`config.mk`:
```
export PLATFORM = sky130hd
export DESIGN_NAME = dds_phase_core
export DESIGN_NICKNAME = d
export VERILOG_FILES = /design/src/rtl/dds_pkg.sv /design/src/rtl/dds_regfile.sv /design/src/rtl/dds_select.sv /design/src/rtl/dds_phase_acc.sv /design/src/rtl/dds_sine_map.sv /design/src/rtl/dds_phase_core.sv
export SDC_FILE = /design/constraint.sdc
export NUM_CORES = 1
export LEC_CHECK = 0
export BUFFER_PORTS_ARGS = -buffer_cell sky130_fd_sc_hd__clkbuf_2
export CAP_MARGIN = 20
export CORE_UTILIZATION = 50
export CTS_CLUSTER_DIAMETER = 200
export DETAILED_ROUTE_END_ITERATION = 10
export PLACE_DENSITY = 0.72
export SYNTH_ARGS = -nofsm -noshare
export SYNTH_HDL_FRONTEND = slang
export SYNTH_HIERARCHICAL = 1
export SYNTH_SLANG_ARGS = --single-unit
```
`constraint.sdc`:
```
create_clock -name clk -period 5.2 [get_ports clk]
set_clock_uncertainty 0.2 [all_clocks]
set_input_delay 0 -clock clk [delete_from_list [all_inputs] [get_ports clk]]
set_output_delay 0 -clock clk [all_outputs]
set_load 0.1 [all_outputs]
```
`src/rtl/dds_pkg.sv`:
```
package dds_pkg;
    localparam int ACC_W   = 28;
    localparam int PH_W    = 12;
    localparam int DAC_W   = 10;
    localparam int LUT_AW  = 8;
    localparam int ADDR_W  = 3;
    localparam int NPAIR   = 2;
    localparam int CTRL_W  = 6;

    localparam int FREQ_BASE  = 0;
    localparam int PHASE_BASE = 2;
    localparam int CTRL_ADDR  = 4;

    localparam int LUT_N   = 1 << LUT_AW;
    localparam int AMP_W   = DAC_W - 1;
    localparam logic [DAC_W-1:0] MIDSCALE = DAC_W'(1 << (DAC_W - 1));

    typedef logic [ACC_W-1:0] tune_t;
    typedef logic [PH_W-1:0]  phase_t;

    typedef struct packed {
        logic sign_en;
        logic out_en;
        logic sleep;
        logic psel;
        logic fsel;
        logic sw_sel;
    } ctrl_t;

    typedef struct packed {
        logic   msb;
        phase_t phase;
    } stage_t;

    function automatic logic [AMP_W-1:0] quarter_amp(input int idx);
        real ang;
        real amp;
        ang = real'(idx) * 3.14159265358979 / real'(2 * LUT_N);
        amp = $sin(ang) * real'((1 << AMP_W) - 1);
        return AMP_W'($rtoi(amp + 0.5));
    endfunction
endpackage

```
`src/rtl/dds_regfile.sv`:
```
module dds_regfile
    import dds_pkg::*;
(
    input  logic              clk,
    input  logic              rst,
    input  logic              wr_en,
    input  logic [ADDR_W-1:0] wr_addr,
    input  logic [ACC_W-1:0]  wr_data,
    output tune_t             freq_o  [NPAIR],
    output phase_t            phase_o [NPAIR],
    output ctrl_t             ctrl_o
);
    tune_t  freq_q  [NPAIR];
    phase_t phase_q [NPAIR];
    ctrl_t  ctrl_q;

    for (genvar g = 0; g < NPAIR; g++) begin : g_pair
        localparam logic [ADDR_W-1:0] FA = ADDR_W'(FREQ_BASE + g);
        localparam logic [ADDR_W-1:0] PA = ADDR_W'(PHASE_BASE + g);

        always_ff @(posedge clk) begin
            if (wr_en && wr_addr == FA) freq_q[g]  <= wr_data;
            if (wr_en && wr_addr == PA) phase_q[g] <= wr_data[PH_W-1:0];
        end

        assign freq_o[g]  = freq_q[g];
        assign phase_o[g] = phase_q[g];

        AST_FREQ_WRITE: assert property (@(posedge clk) disable iff (rst)
            (wr_en && wr_addr == FA) |=> freq_o[g] == $past(wr_data)) else $error("freq write lost");
        AST_PHASE_WRITE: assert property (@(posedge clk) disable iff (rst)
            (wr_en && wr_addr == PA) |=> phase_o[g] == $past(wr_data[PH_W-1:0])) else $error("phase write lost");
    end

    always_ff @(posedge clk) begin
        if (wr_en && wr_addr == ADDR_W'(CTRL_ADDR)) ctrl_q <= ctrl_t'(wr_data[CTRL_W-1:0]);
    end
    assign ctrl_o = ctrl_q;

    AST_CTRL_HOLD: assert property (@(posedge clk) disable iff (rst)
        !(wr_en && wr_addr == ADDR_W'(CTRL_ADDR)) |=> $stable(ctrl_o)) else $error("ctrl changed without write");
endmodule

```
`src/rtl/dds_select.sv`:
```
module dds_select
    import dds_pkg::*;
(
    input  logic  clk,
    input  logic  rst,
    input  logic  fsel_pin,
    input  logic  psel_pin,
    input  ctrl_t ctrl,
    output logic  fsel_q,
    output logic  psel_q
);
    logic fsel_d, psel_d;

    always_comb begin
        fsel_d = ctrl.sw_sel ? ctrl.fsel : fsel_pin;
        psel_d = ctrl.sw_sel ? ctrl.psel : psel_pin;
    end

    always_ff @(posedge clk) begin
        if (rst) begin
            fsel_q <= 1'b0;
            psel_q <= 1'b0;
        end else begin
            fsel_q <= fsel_d;
            psel_q <= psel_d;
        end
    end

    AST_SW_IGNORES_PIN: assert property (@(posedge clk) disable iff (rst)
        ctrl.sw_sel |=> (fsel_q == $past(ctrl.fsel)) && (psel_q == $past(ctrl.psel))) else $error("pin leaked into select");
    AST_PIN_DRIVES_SEL: assert property (@(posedge clk) disable iff (rst)
        !ctrl.sw_sel |=> (fsel_q == $past(fsel_pin)) && (psel_q == $past(psel_pin))) else $error("pin not followed");
endmodule

```
`src/rtl/dds_phase_acc.sv`:
```
module dds_phase_acc
    import dds_pkg::*;
(
    input  logic   clk,
    input  logic   rst,
    input  tune_t  freq  [NPAIR],
    input  phase_t phase [NPAIR],
    input  logic   fsel,
    input  logic   psel,
    output stage_t stage_o
);
    localparam int TOP_LSB = ACC_W - PH_W;

    tune_t  acc_q;
    tune_t  step;
    stage_t stage_q;

    assign step = freq[fsel];

    always_ff @(posedge clk) begin
        if (rst) begin
            acc_q   <= '0;
            stage_q <= '0;
        end else begin
            acc_q         <= acc_q + step;
            stage_q.msb   <= acc_q[ACC_W-1];
            stage_q.phase <= acc_q[ACC_W-1:TOP_LSB] + phase[psel];
        end
    end

    assign stage_o = stage_q;

    AST_ACC_ADVANCE: assert property (@(posedge clk) disable iff (rst)
        1'b1 |=> stage_o.msb == $past(acc_q[ACC_W-1])) else $error("sign stage misaligned");
    AST_ZERO_STEP_HOLDS: assert property (@(posedge clk) disable iff (rst)
        (step == '0) |=> $stable(acc_q)) else $error("accumulator moved on zero step");
endmodule

```
`src/rtl/dds_sine_map.sv`:
```
module dds_sine_map
    import dds_pkg::*;
(
    input  logic             clk,
    input  logic             rst,
    input  stage_t           stage_i,
    output logic [DAC_W-1:0] dac_o,
    output logic             msb_o
);
    logic [AMP_W-1:0]  qtab [LUT_N];
    logic [LUT_AW-1:0] idx;
    logic [AMP_W-1:0]  mag;
    logic [DAC_W-1:0]  code;

    for (genvar i = 0; i < LUT_N; i++) begin : g_tab
        assign qtab[i] = quarter_amp(i);
    end

    always_comb begin
        idx  = stage_i.phase[PH_W-3 -: LUT_AW];
        if (stage_i.phase[PH_W-2]) idx = ~idx;
        mag  = qtab[idx];
        code = stage_i.phase[PH_W-1] ? (MIDSCALE - DAC_W'(mag)) : (MIDSCALE + DAC_W'(mag));
    end

    always_ff @(posedge clk) begin
        if (rst) begin
            dac_o <= MIDSCALE;
            msb_o <= 1'b0;
        end else begin
            dac_o <= code;
            msb_o <= stage_i.msb;
        end
    end

    AST_MIDSCALE_AFTER_RST: assert property (@(posedge clk) disable iff (rst)
        $fell(rst) |-> (dac_o == MIDSCALE) && !msb_o) else $error("no midscale after reset");
    AST_QUARTER_PEAK: assert property (@(posedge clk) disable iff (rst)
        (stage_i.phase == phase_t'(1 << (PH_W - 2))) |=> dac_o == {DAC_W{1'b1}}) else $error("peak code wrong");
endmodule

```
`src/rtl/dds_phase_core.sv`:
```
module dds_phase_core
    import dds_pkg::*;
(
    input  logic              clk,
    input  logic              rst,
    input  logic              wr_en,
    input  logic [ADDR_W-1:0] wr_addr,
    input  logic [ACC_W-1:0]  wr_data,
    input  logic              fsel_pin,
    input  logic              psel_pin,
    input  logic              sleep_pin,
    output logic [DAC_W-1:0]  dac_code,
    output logic              dac_en,
    output logic              sign_out
);
    tune_t  freq  [NPAIR];
    phase_t phase [NPAIR];
    ctrl_t  ctrl;
    logic   fsel_q, psel_q;
    stage_t stage;
    logic   msb_q;

    dds_regfile u_regs (
        .clk(clk), .rst(rst), .wr_en(wr_en), .wr_addr(wr_addr), .wr_data(wr_data),
        .freq_o(freq), .phase_o(phase), .ctrl_o(ctrl)
    );

    dds_select u_sel (
        .clk(clk), .rst(rst), .fsel_pin(fsel_pin), .psel_pin(psel_pin), .ctrl(ctrl),
        .fsel_q(fsel_q), .psel_q(psel_q)
    );

    dds_phase_acc u_acc (
        .clk(clk), .rst(rst), .freq(freq), .phase(phase), .fsel(fsel_q), .psel(psel_q),
        .stage_o(stage)
    );

    dds_sine_map u_map (
        .clk(clk), .rst(rst), .stage_i(stage), .dac_o(dac_code), .msb_o(msb_q)
    );

    assign dac_en   = ~(sleep_pin | ctrl.sleep);
    assign sign_out = ctrl.out_en & ctrl.sign_en & msb_q;

    AST_SLEEP_PIN: assert property (@(posedge clk) disable iff (rst)
        sleep_pin |-> !dac_en) else $error("dac enabled in sleep");
    AST_SIGN_GATED: assert property (@(posedge clk) disable iff (rst)
        !(ctrl.out_en && ctrl.sign_en) |-> !sign_out) else $error("sign pin not gated");
endmodule

```
==> Word-level counts from Yosys, hierarchy flattened <==
Memories as Yosys holds them, arrays and structs flattened.
Index checks and enable logic that the tools add are counted.
{ "classes": {"add_sub_neg": 4, "magnitude_cmp": 3, "eq_ne": 4, "n_mux": 26, "bitwise": 8, "reduce_logical": 8} }
{ "op_table": {"columns": ["cell", "n"], "rows": [
  ["$mux W28", 4],
  ["$mux W12", 4],
  ["$add A28 B28 Y28", 1],
  ["$reduce_or A28 Y1", 1],
  ["$mux W9", 2],
  ["$mux W1", 14],
  ["$add A12 B12 Y12", 1],
  ["$reduce_or A12 Y1", 1],
  ["$add A10 B9 Y10 const A", 1],
  ["$mux W10", 1],
  ["$sub A10 B9 Y10 const A", 1],
  ["$ge A9 B9 Y1 const B", 1],
  ["$not A8 Y9", 1],
  ["$mux W8", 1],
  ["$not A8 Y8", 1],
  ["$eq A3 B2 Y1 const B", 2],
  ["$logic_and A1 B1 Y1", 5],
  ["$ge A2 B2 Y1 const B", 2],
  ["$not A1 Y2", 2],
  ["$eq A3 B1 Y1 const B", 1],
  ["$eq A3 B3 Y1 const B", 1],
  ["$logic_not A3 Y1", 1],
  ["$and A1 B1 Y1", 2],
  ["$not A1 Y1", 1],
  ["$or A1 B1 Y1", 1]
]} }
{ "word_totals": {"reg_bits": 60, "mem_bits_rw": 80, "rom_bits": 2304, "out_inout_bits": 12, "wordCells": 69, "memories": 3} }
{ "mem_list": {"columns": ["memory", "words", "width", "read_ports", "rd_ports_with_merged_regs", "wr", "line_no", "text"], "rows": [
  ["(name not given)", 256, 9, 1, 0, 0, "dds_sine_map.sv:22", "mag = qtab[idx];"],
  ["u_regs.freq_q", 2, 28, 2, 0, 1, "dds_regfile.sv:13", "tune_t freq_q [NPAIR];"],
  ["u_regs.phase_q", 2, 12, 2, 0, 1, "dds_regfile.sv:14", "phase_t phase_q [NPAIR];"]
]} }

==> Logic depth before layout (Yosys ltp) <==
Gate-level depths: netlist (run 1).
{ "logic_depth": {"depth_word": 8, "depth_mapped": 20, "ltp_nobuf": 13} }

==> By module <==
Netlist (run 1), hierarchy kept.
{ "by_module_without_submodules": {"columns": ["module", "n_inst", "cells_per_inst", "area_each_um2"], "rows": [
  ["dds_sine_map", 1, 700, 4549.4],
  ["dds_phase_acc", 1, 393, 3530.9],
  ["dds_regfile", 1, 91, 2646.3],
  ["dds_select", 1, 6, 67.6],
  ["dds_phase_core", 1, 2, 10.0]
]} }

==> Worst setup path before layout (run 1) <==
OpenSTA, ideal clock, no wires.
{ "synth_timing": {"path_type": "register to register", "startpoint": "register u_acc.stage_q (netlist bit u_acc/stage_o[10])", "endpoint": "register u_map.dac_o[7]", "setup_ns": 0.122, "t_arrival_ns": 3.513, "t_required_ns": 4.878, "path_slack_ns": 1.365, "path_stages_with_launch": 18, "path_buffers": 5, "synth_period_minus_slack_ns": 3.835, "cell_sequence": "dfxtp_1 > buf_6 > buf_4 > buf_4 > buf_4 > buf_4 > xnor2_1 > inv_1 > ha_1 > or2_0 > mux4_2 > mux2_4 > o311ai_4 > a211oi_2 > nor4_2 > and4_4 > nor2_1 > a311o_1"} }
{ "synth_between": {"elab_chain_cells": 7} }
{ "synth_lines": {"columns": ["item", "line_no", "text"], "rows": [
  ["from (decl)", "dds_phase_acc.sv:16", "stage_t stage_q;"],
  ["$mux W8 *", "dds_sine_map.sv:21", "if (stage_i.phase[PH_W-2]) idx = ~idx;"],
  ["$not A8 Y9 (implied by the code) *", "dds_sine_map.sv:22", null],
  ["$mem_v2 Z256 W9 *", null, null],
  ["$mux W9 (implied by the code) * (2 in a row)", "dds_sine_map.sv:22", null],
  ["$add A10 B9 Y10 / $sub A10 B9 Y10 (equally long branches)", "dds_sine_map.sv:23", "code = stage_i.phase[PH_W-1] ? (MIDSCALE - DAC_W'(mag)) : (MIDSCALE + DAC_W'(mag));"],
  ["$mux W10 *", "dds_sine_map.sv:23", null],
  ["to (signal assigned)", "dds_sine_map.sv:31", "dac_o <= code;"],
  ["to (decl)", "dds_sine_map.sv:7", "output logic [DAC_W-1:0] dac_o,"]
]} }
Mark *: on every way between the ends. The rest lies on a longest branch, timed or not. The select of a mux whose other input is x is not followed.
A chain may end at the register's enable or synchronous reset.

==> Final worst setup path (run 1) <==
{ "layout_timing": {"startpoint": "register u_acc.stage_q (netlist bit u_acc/stage_o[10])", "endpoint": "register u_map.dac_o[6]"} }
Same word-level chain as after synthesis.

==> run summary, run 1 <==
The number of H-tree levels came out at 4. TritonCTS built the clock tree. The minimum period implied by the final worst setup slack is ~4.1 ns. The fill cell instance count of the final layout is about 1,800. The clock latency at the later pin of the worst-skew pair came out at 0.42 ns. The tightest min-delay check is of the in -> reg type. STA classifies the critical path endpoint as a register. Compared with the post-synthesis result, the final layout area differs by 11.2%. The slowest stage of the critical path is the sky130_fd_sc_hd__clkinv_1 cell. The register clock-pin slew on the reported worst setup and hold paths is around 0.060 ns. The buffers plus inverters on the worst setup path is 3. The initial standard-cell utilization of the core came out at 0.511.

Dividing the synthesized area by the synthesized cell count gives 9.05 um^2. The overall track demand over capacity in global routing is 0.341. The global-route congestion overflow total came out at 0.

The remaining design rule violation count came out at 0. For this run, the detailed router's first-pass iteration total came to 8. The critical path arrival came out at 4.23 ns. For this run, the slowest stage of the critical path takes 0.42 ns.

The flow ran to the end, and the final reports show no timing, DRC or antenna violations. The tree built by TritonCTS fans out to ~140 sinks. After detailed routing, the number of vias per cell comes to approximately 6.8.

The total nets after synthesis came out at ~1,300. The post-synthesis cell area is 10,800 um^2. The count of buffers inserted at the top-level ports is between 40 and 50.

The overall die area is approximately 22,000 um^2. The via count of the first global-routing pass is between 9,000 and 10,000. The count of final hold-check violations is 0.

Of the available clock period, the critical path in the final layout requires 0.784. The die span in y came out at approximately 150 um. The detailed placer's ending HPWL is 25,400 um.

The detailed-route wire length is ~37,000 um. In this run the clock root is driven by a sky130_fd_sc_hd__clkbuf_16. The average wire per cell in the routed design is roughly 24 um.

The number of warnings reported in the yosys synthesis log came out at 6. The global routing usage on met2 is 0.540. For this run, the post-layout net count is about 1,300. The actual transition at the worst max-transition pin came out at ~1.2 ns.

The critical path in this run is classified as reg -> reg. The ratio of cells with drive above 1 in the final layout came out at 0.156. The critical path goes through buf_4 > xor2_1 > ha_1 > buf_4 > clkinv_1 > o211ai_1 > and2_1 > o221a_2 > nand4_1 > nor3_1 > nand4_1 > o21ai_1 > mux2i_1.

The global-route wire length before repair came out at approximately 57,000 um. The number of instances in the synthesized netlist came out at 1,188. In this run the remaining antenna-violating nets after routing total 0. The dominant delay contributor by cell family on the critical path is simple AND/OR/NAND/NOR gates. The met1 layer usage reported by global route came out at 0.427. The biggest fanout along the worst timing path came out at 30. The met3 track demand over resource in global routing came out at 0.0672. The final total negative setup slack came out at 0 ns. The number of slew-limit violations in the final report came to 0. The clock buffer count from CTS came out at 17. The number of violations reported at the end of detailed-routing iteration 0 is around 1,300. Setup repair after global routing left no endpoint under its margin. The routability-driven placement congestion ratio came out at around 1.1.

The die is roughly 150 um wide. The area of the core came out at between 20,000 and 25,000 um^2. The initial antenna violation count came to 0.

met2 is the most crowded layer. The vias after detailed routing came out at 10,198. The standard-cell row count came out at between 50 and 60. Setup violations remaining at the end of the flow were counted as 0. The number of primary I/O pins came out at 49.

The worst setup path is launched from a register. The repair_antennas step left the layout with diodes totalling 0. The number of post-CTS setup repair buffers came out at 0. The number of max-capacitance violations reported came out at 0. The clock tree buffer depth came out at 2.

Entering global routing, the biggest net connects 78 pins. The data required time of the worst path came out at roughly 5.4 ns. The maximum operating frequency is between 0.2 and 0.25 GHz.

The relative slew slack came out at 0.208.
## per-layer routing
metal | up-vias | share of wire | routed length (um)
li1 | 4593 | - | -
met1 | 4831 | 0.39 | 14300
met2 | 627 | 0.46 | 16900
met3 | 147 | 0.092 | 3400
met4 | 0 | 0.060 | 2200
met5 | - | 0 | 0
## state kept, by name, summed over array words and instances (netlist names), 6 cells and up
name            cells
u_acc/stage_o      11
u_map/dac_o        10
u_acc/acc_q        28
u_regs/ctrl_o       6
u_regs/phase_q     24
u_regs/freq_q      56
## worst register-to-register path, cell delays in order (launching register included)
cell and delay [ns]:
sky130_fd_sc_hd__dfxtp_2 0.32, sky130_fd_sc_hd__buf_4 0.28, sky130_fd_sc_hd__xor2_1 0.29, sky130_fd_sc_hd__ha_1 0.19, sky130_fd_sc_hd__buf_4 0.32, sky130_fd_sc_hd__clkinv_1 0.43
sky130_fd_sc_hd__o211ai_1 0.38, sky130_fd_sc_hd__and2_1 0.22, sky130_fd_sc_hd__o221a_2 0.19, sky130_fd_sc_hd__nand4_1 0.20, sky130_fd_sc_hd__nor3_1 0.38, sky130_fd_sc_hd__nand4_1 0.23
sky130_fd_sc_hd__o21ai_1 0.20, sky130_fd_sc_hd__mux2i_1 0.19
## metrics by stage
step	worst slack, ns	hold WS [ns]	instance area (um^2)	util	instances
finish	1.12	0.0314	12000	0.569	1509
global route	0.769	0.0316	12000	0.569	1509
CTS	1.20	0.00311	12000	0.569	1509
detailed placement	1.26	-0.00745	11000	0.524	1444
global placement	1.29	-0.0114	11000	0.524	1444
floorplan	1.37	-0.128	10800	-	1188
## layout by cell type (no fill, tap or decap), types with 12 or more instances in the layout
cell / instances
sky130_fd_sc_hd__xor2_1: 15
sky130_fd_sc_hd__nor3_1: 25
sky130_fd_sc_hd__a211oi_1: 17
sky130_fd_sc_hd__xnor2_1: 18
sky130_fd_sc_hd__mux2_2: 41
sky130_fd_sc_hd__nand2_1: 74
sky130_fd_sc_hd__o21ai_0: 66
sky130_fd_sc_hd__nand2b_1: 34
sky130_fd_sc_hd__nor2b_1: 37
sky130_fd_sc_hd__a21o_1: 18
sky130_fd_sc_hd__clkbuf_2: 48
sky130_fd_sc_hd__dfxtp_1: 48
sky130_fd_sc_hd__edfxtp_1: 86
sky130_fd_sc_hd__nand3_1: 25
sky130_fd_sc_hd__mux2i_1: 12
sky130_fd_sc_hd__clkbuf_16: 17
sky130_fd_sc_hd__o22ai_1: 18
sky130_fd_sc_hd__a31oi_1: 20
sky130_fd_sc_hd__a21oi_1: 95
sky130_fd_sc_hd__nor2_1: 106
sky130_fd_sc_hd__o21a_1: 17
sky130_fd_sc_hd__dlygate4sd3_1: 33
sky130_fd_sc_hd__o211ai_1: 14
sky130_fd_sc_hd__ha_1: 42
sky130_fd_sc_hd__buf_4: 23
sky130_fd_sc_hd__inv_1: 17
## worst paths after layout
kind,startpoint,to,slack (ns),cells past startpoint
max reg2reg,u_acc/stage_o[10],u_map/dac_o[6],1.12,13
min reg2reg,u_acc/stage_o[12],u_map/msb_o,0.25,1
min,wr_addr[0],u_regs/freq_q[0][11],0.03,3
max,u_acc/stage_o[10],u_map/dac_o[6],1.12,13
## layout make-up
type                            instances  area (um^2)  area share
Multi-Input combinational cell        938         6530       0.546
Sequential cell                       138         3630       0.304
Timing Repair Buffer                  105          763      0.0638
Clock buffer                           20          447      0.0374
Tap cell                              275          344      0.0288
Clock inverter                         12          165      0.0138
Inverter                               21         78.8     0.00659
## what timing repair did
action | in CTS | in global routing
hold buffers | 33 | 0
endpoints found under the hold margin | 100 | 0
resized for setup | 0 | 0
Power of run 1 is not shown: default switching activity piles up to over one toggle a cycle in this logic, so the estimate is an artifact.
==> run 2, diff against run 1 <==
Settings changed: PLACE_DENSITY 0.72 to 0.75.
Clock period 5.2 ns to 3.3 ns, I/O delays scaled along.
==> run summary, run 2 (same netlist as run 1, synthesis figures left out) <==
The checks that failed: setup timing. After detailed routing, the met2 layer carries between 15,000 and 20,000 um of wire. The flow ran to the end, but the final reports show violations. The largest registers in the layout are u_regs/freq_q: 56 flops, u_acc/acc_q: 28 flops, u_regs/phase_q: 24 flops. The global-route congestion overflow total is 0. The worst register-to-register path begins at u_acc/stage_o[10]. The initial standard-cell utilization of the core came out at 0.511. The detailed-route wire length came out at roughly 42,000 um.

The first routing iteration left ~1,200 violations. The worst hold margin came out at between 0.03 and 0.04 ns. STA classifies the critical path startpoint as a register. The worst hold path terminates at u_regs/ctrl_o[3]. The critical path capture point type is a register.

The average wire per cell in the routed design is ~24 um. The setup-violating endpoint count in the final report is 2. The pre-CTS setup slack is -0.177 ns. In the layout the commonest cells are sky130_fd_sc_hd__buf_4 (208), sky130_fd_sc_hd__nor2_1 (103), sky130_fd_sc_hd__a21oi_1 (87), sky130_fd_sc_hd__edfxtp_1 (86), sky130_fd_sc_hd__nand2_1 (69). TritonCTS created 17 clock buffers. The number of diodes came out at 0.

The biggest fanout along the worst timing path is 7. The minimum period implied by the final worst setup slack came out at 3.34 ns. The number of slew-limit violations in the final report is 0.

During placement, the flow inserted port buffers numbering 48. The via count of the first global-routing pass came out at about 11,000. Once placement finished, the instance area stood at 12,500 um^2. The data required time of the worst path came out at between 3 and 4 ns. The highest cell delay on the worst timing path is 0.46 ns.

From synthesis to final layout, the design area changed by 30.9%. The global-route wire length before repair is 61,300 um. The count of nets left with antenna violations once routing finished came out at 0. The register clock-pin slew on the reported worst setup and hold paths is approximately 0.070 ns. The die width is 149 um. Measured against its own limit, the worst slew margin works out to 0.442. The final standard cell count with taps included and fillers excluded is between 1,500 and 2,000.

The area of the multi-input gates came out at 6970 um^2. The total clock sinks is 138. The total iterations of the first detailed-routing run is 6. The post-route standard cell area excluding fillers came out at around 14,000 um^2.

In the final routing, the length of wire on met1 measures approximately 16,000 um. The final critical-path share of the clock period is 1.01. The count of final hold-check violations is 0. In this run the standard cell core region covers around 21,000 um^2. Leaving out fill and tap cells, the most frequent cell in the layout is sky130_fd_sc_hd__buf_4.

The register with the most flip-flops in the final layout is u_regs/freq_q. For the pin with the worst max-slew slack, the measured transition is between 0.8 and 0.9 ns. The fill cell instance count of the final layout came out at 1,562. The number of max-capacitance violations reported is 0. The critical hold path startpoint is wr_addr[0]. In the global route stage, overall resource usage came out at 0.367. Setup repair after global routing could not meet its margin everywhere. The number of primary I/O pins is 49. The worst hold path was traced through 2 stages. The number of placed cells counting well taps came out at 1,626. The highest routed metal layer is met4. The overall die area is 22,100 um^2. The standard-cell row count came out at 53. The min-delay analysis places its worst path in the category in -> reg. The vias after detailed routing is about 11,000. The die span in y came out at about 150 um. The net count reported at finish came out at ~1,500. The met3 routed wirelength is ~3700 um. The critical path is of the reg -> reg type. The endpoint identified for the worst register-to-register timing path is u_map/dac_o[7]. TritonCTS built the clock tree. In this run the deepest clock path goes through 2 buffers.

Entering global routing, the biggest net connects roughly 50 pins. In the routed design, unresolved DRC markers number 0. The H-tree generated during clock tree synthesis spans 4 levels. After detailed routing, the number of vias per cell comes to 6.58.

The critical path arrival came out at 3.44 ns. The ratio of cells with drive above 1 in the final layout is 0.320. The detailed placer's ending HPWL is 29,100 um. For the worst-skew pair, the clock arrives at the later sink with an insertion delay of 0.43 ns. Across all setup checks in the final design, the least slack found is -0.0364 ns. Registers take 3640 um^2. The maximum operating frequency came out at between 0.2 and 0.3 GHz. The flip-flop count of the largest register, all copies and words added is 56.

At the end of routability-driven placement, the weighted congestion stood at 1.11. The cell at the root of the clock tree is sky130_fd_sc_hd__clkbuf_16. Setup slack on the worst reg-to-reg path comes out at -0.04 ns.

The largest individual stage delay along the critical path comes from the cell sky130_fd_sc_hd__mux4_2. The initial antenna violation count came out at 0. The depth of the worst register-to-register path came out at 12. Walking the worst path, the cells encountered are xor2_4 > buf_4 > ha_4 > or2_0 > mux4_2 > mux2_4 > o311ai_4 > a211oi_2 > nor4_2 > and4_4 > nor2_2 > a311o_1.
run 2: timing repair:
action,4_1_cts,5_1_grt
hold buffers,36,0
buffers inserted,2,18
endpoints found under the setup margin,13,18
pin swaps,6,31
endpoints found under the hold margin,109,0
resized for setup,19,73
run 2: final cells by class:
type | instances | share of cell area
clock buffer | 19 | 0.0330
clock inverter | 13 | 0.00845
inverter | 21 | 0.00569
multi-input combinational | 938 | 0.495
sequential | 138 | 0.259
tap | 275 | 0.0244
timing repair buffer | 310 | 0.175
run 2: worst max path at each step:
stage / endpoint / slack, ns / depth (start not counted) / startpoint
after floorplan: u_map/dac_o[7] / -0.30 / 17 / u_acc/stage_o[10]
after global placement: u_map/dac_o[6] / -0.08 / 13 / u_acc/stage_o[10]
after detailed placement: u_map/dac_o[6] / -0.18 / 13 / u_acc/stage_o[10]
after CTS: u_map/dac_o[5] / 0.003 / 14 / u_acc/stage_o[10]
after global routing: u_map/dac_o[7] / -0.13 / 12 / u_acc/stage_o[10]
final: u_map/dac_o[7] / -0.04 / 12 / u_acc/stage_o[10]
run 2: worst max-delay path: cells and delay by family (launching register included):
kind | cells | cell delay (ns)
fa+ha+maj | 1 | 0.19
buf+inv | 1 | 0.15
mux | 2 | 0.79
simple gates | 4 | 0.82
compound gates | 3 | 0.51
flops | 1 | 0.39
xor+xnor | 1 | 0.18
run 2: routing by layer:
| metal | vias up | GRT usage |
|---|---|---|
| li1 | 5003 | - |
| met1 | 5357 | 0.442 |
| met2 | 715 | 0.612 |
| met3 | 211 | 0.0601 |
| met4 | 0 | 0.227 |
| met5 | - | 0 |
run 2: stage by stage:
step	util	setup TNS [ns]
finish	0.669	-0.0409
floorplan	-	-1.31
CTS	0.647	0
global placement	0.596	-0.165
detailed placement	0.596	-0.531
global route	0.669	-0.524
Power of run 2 is left out for the same reason.
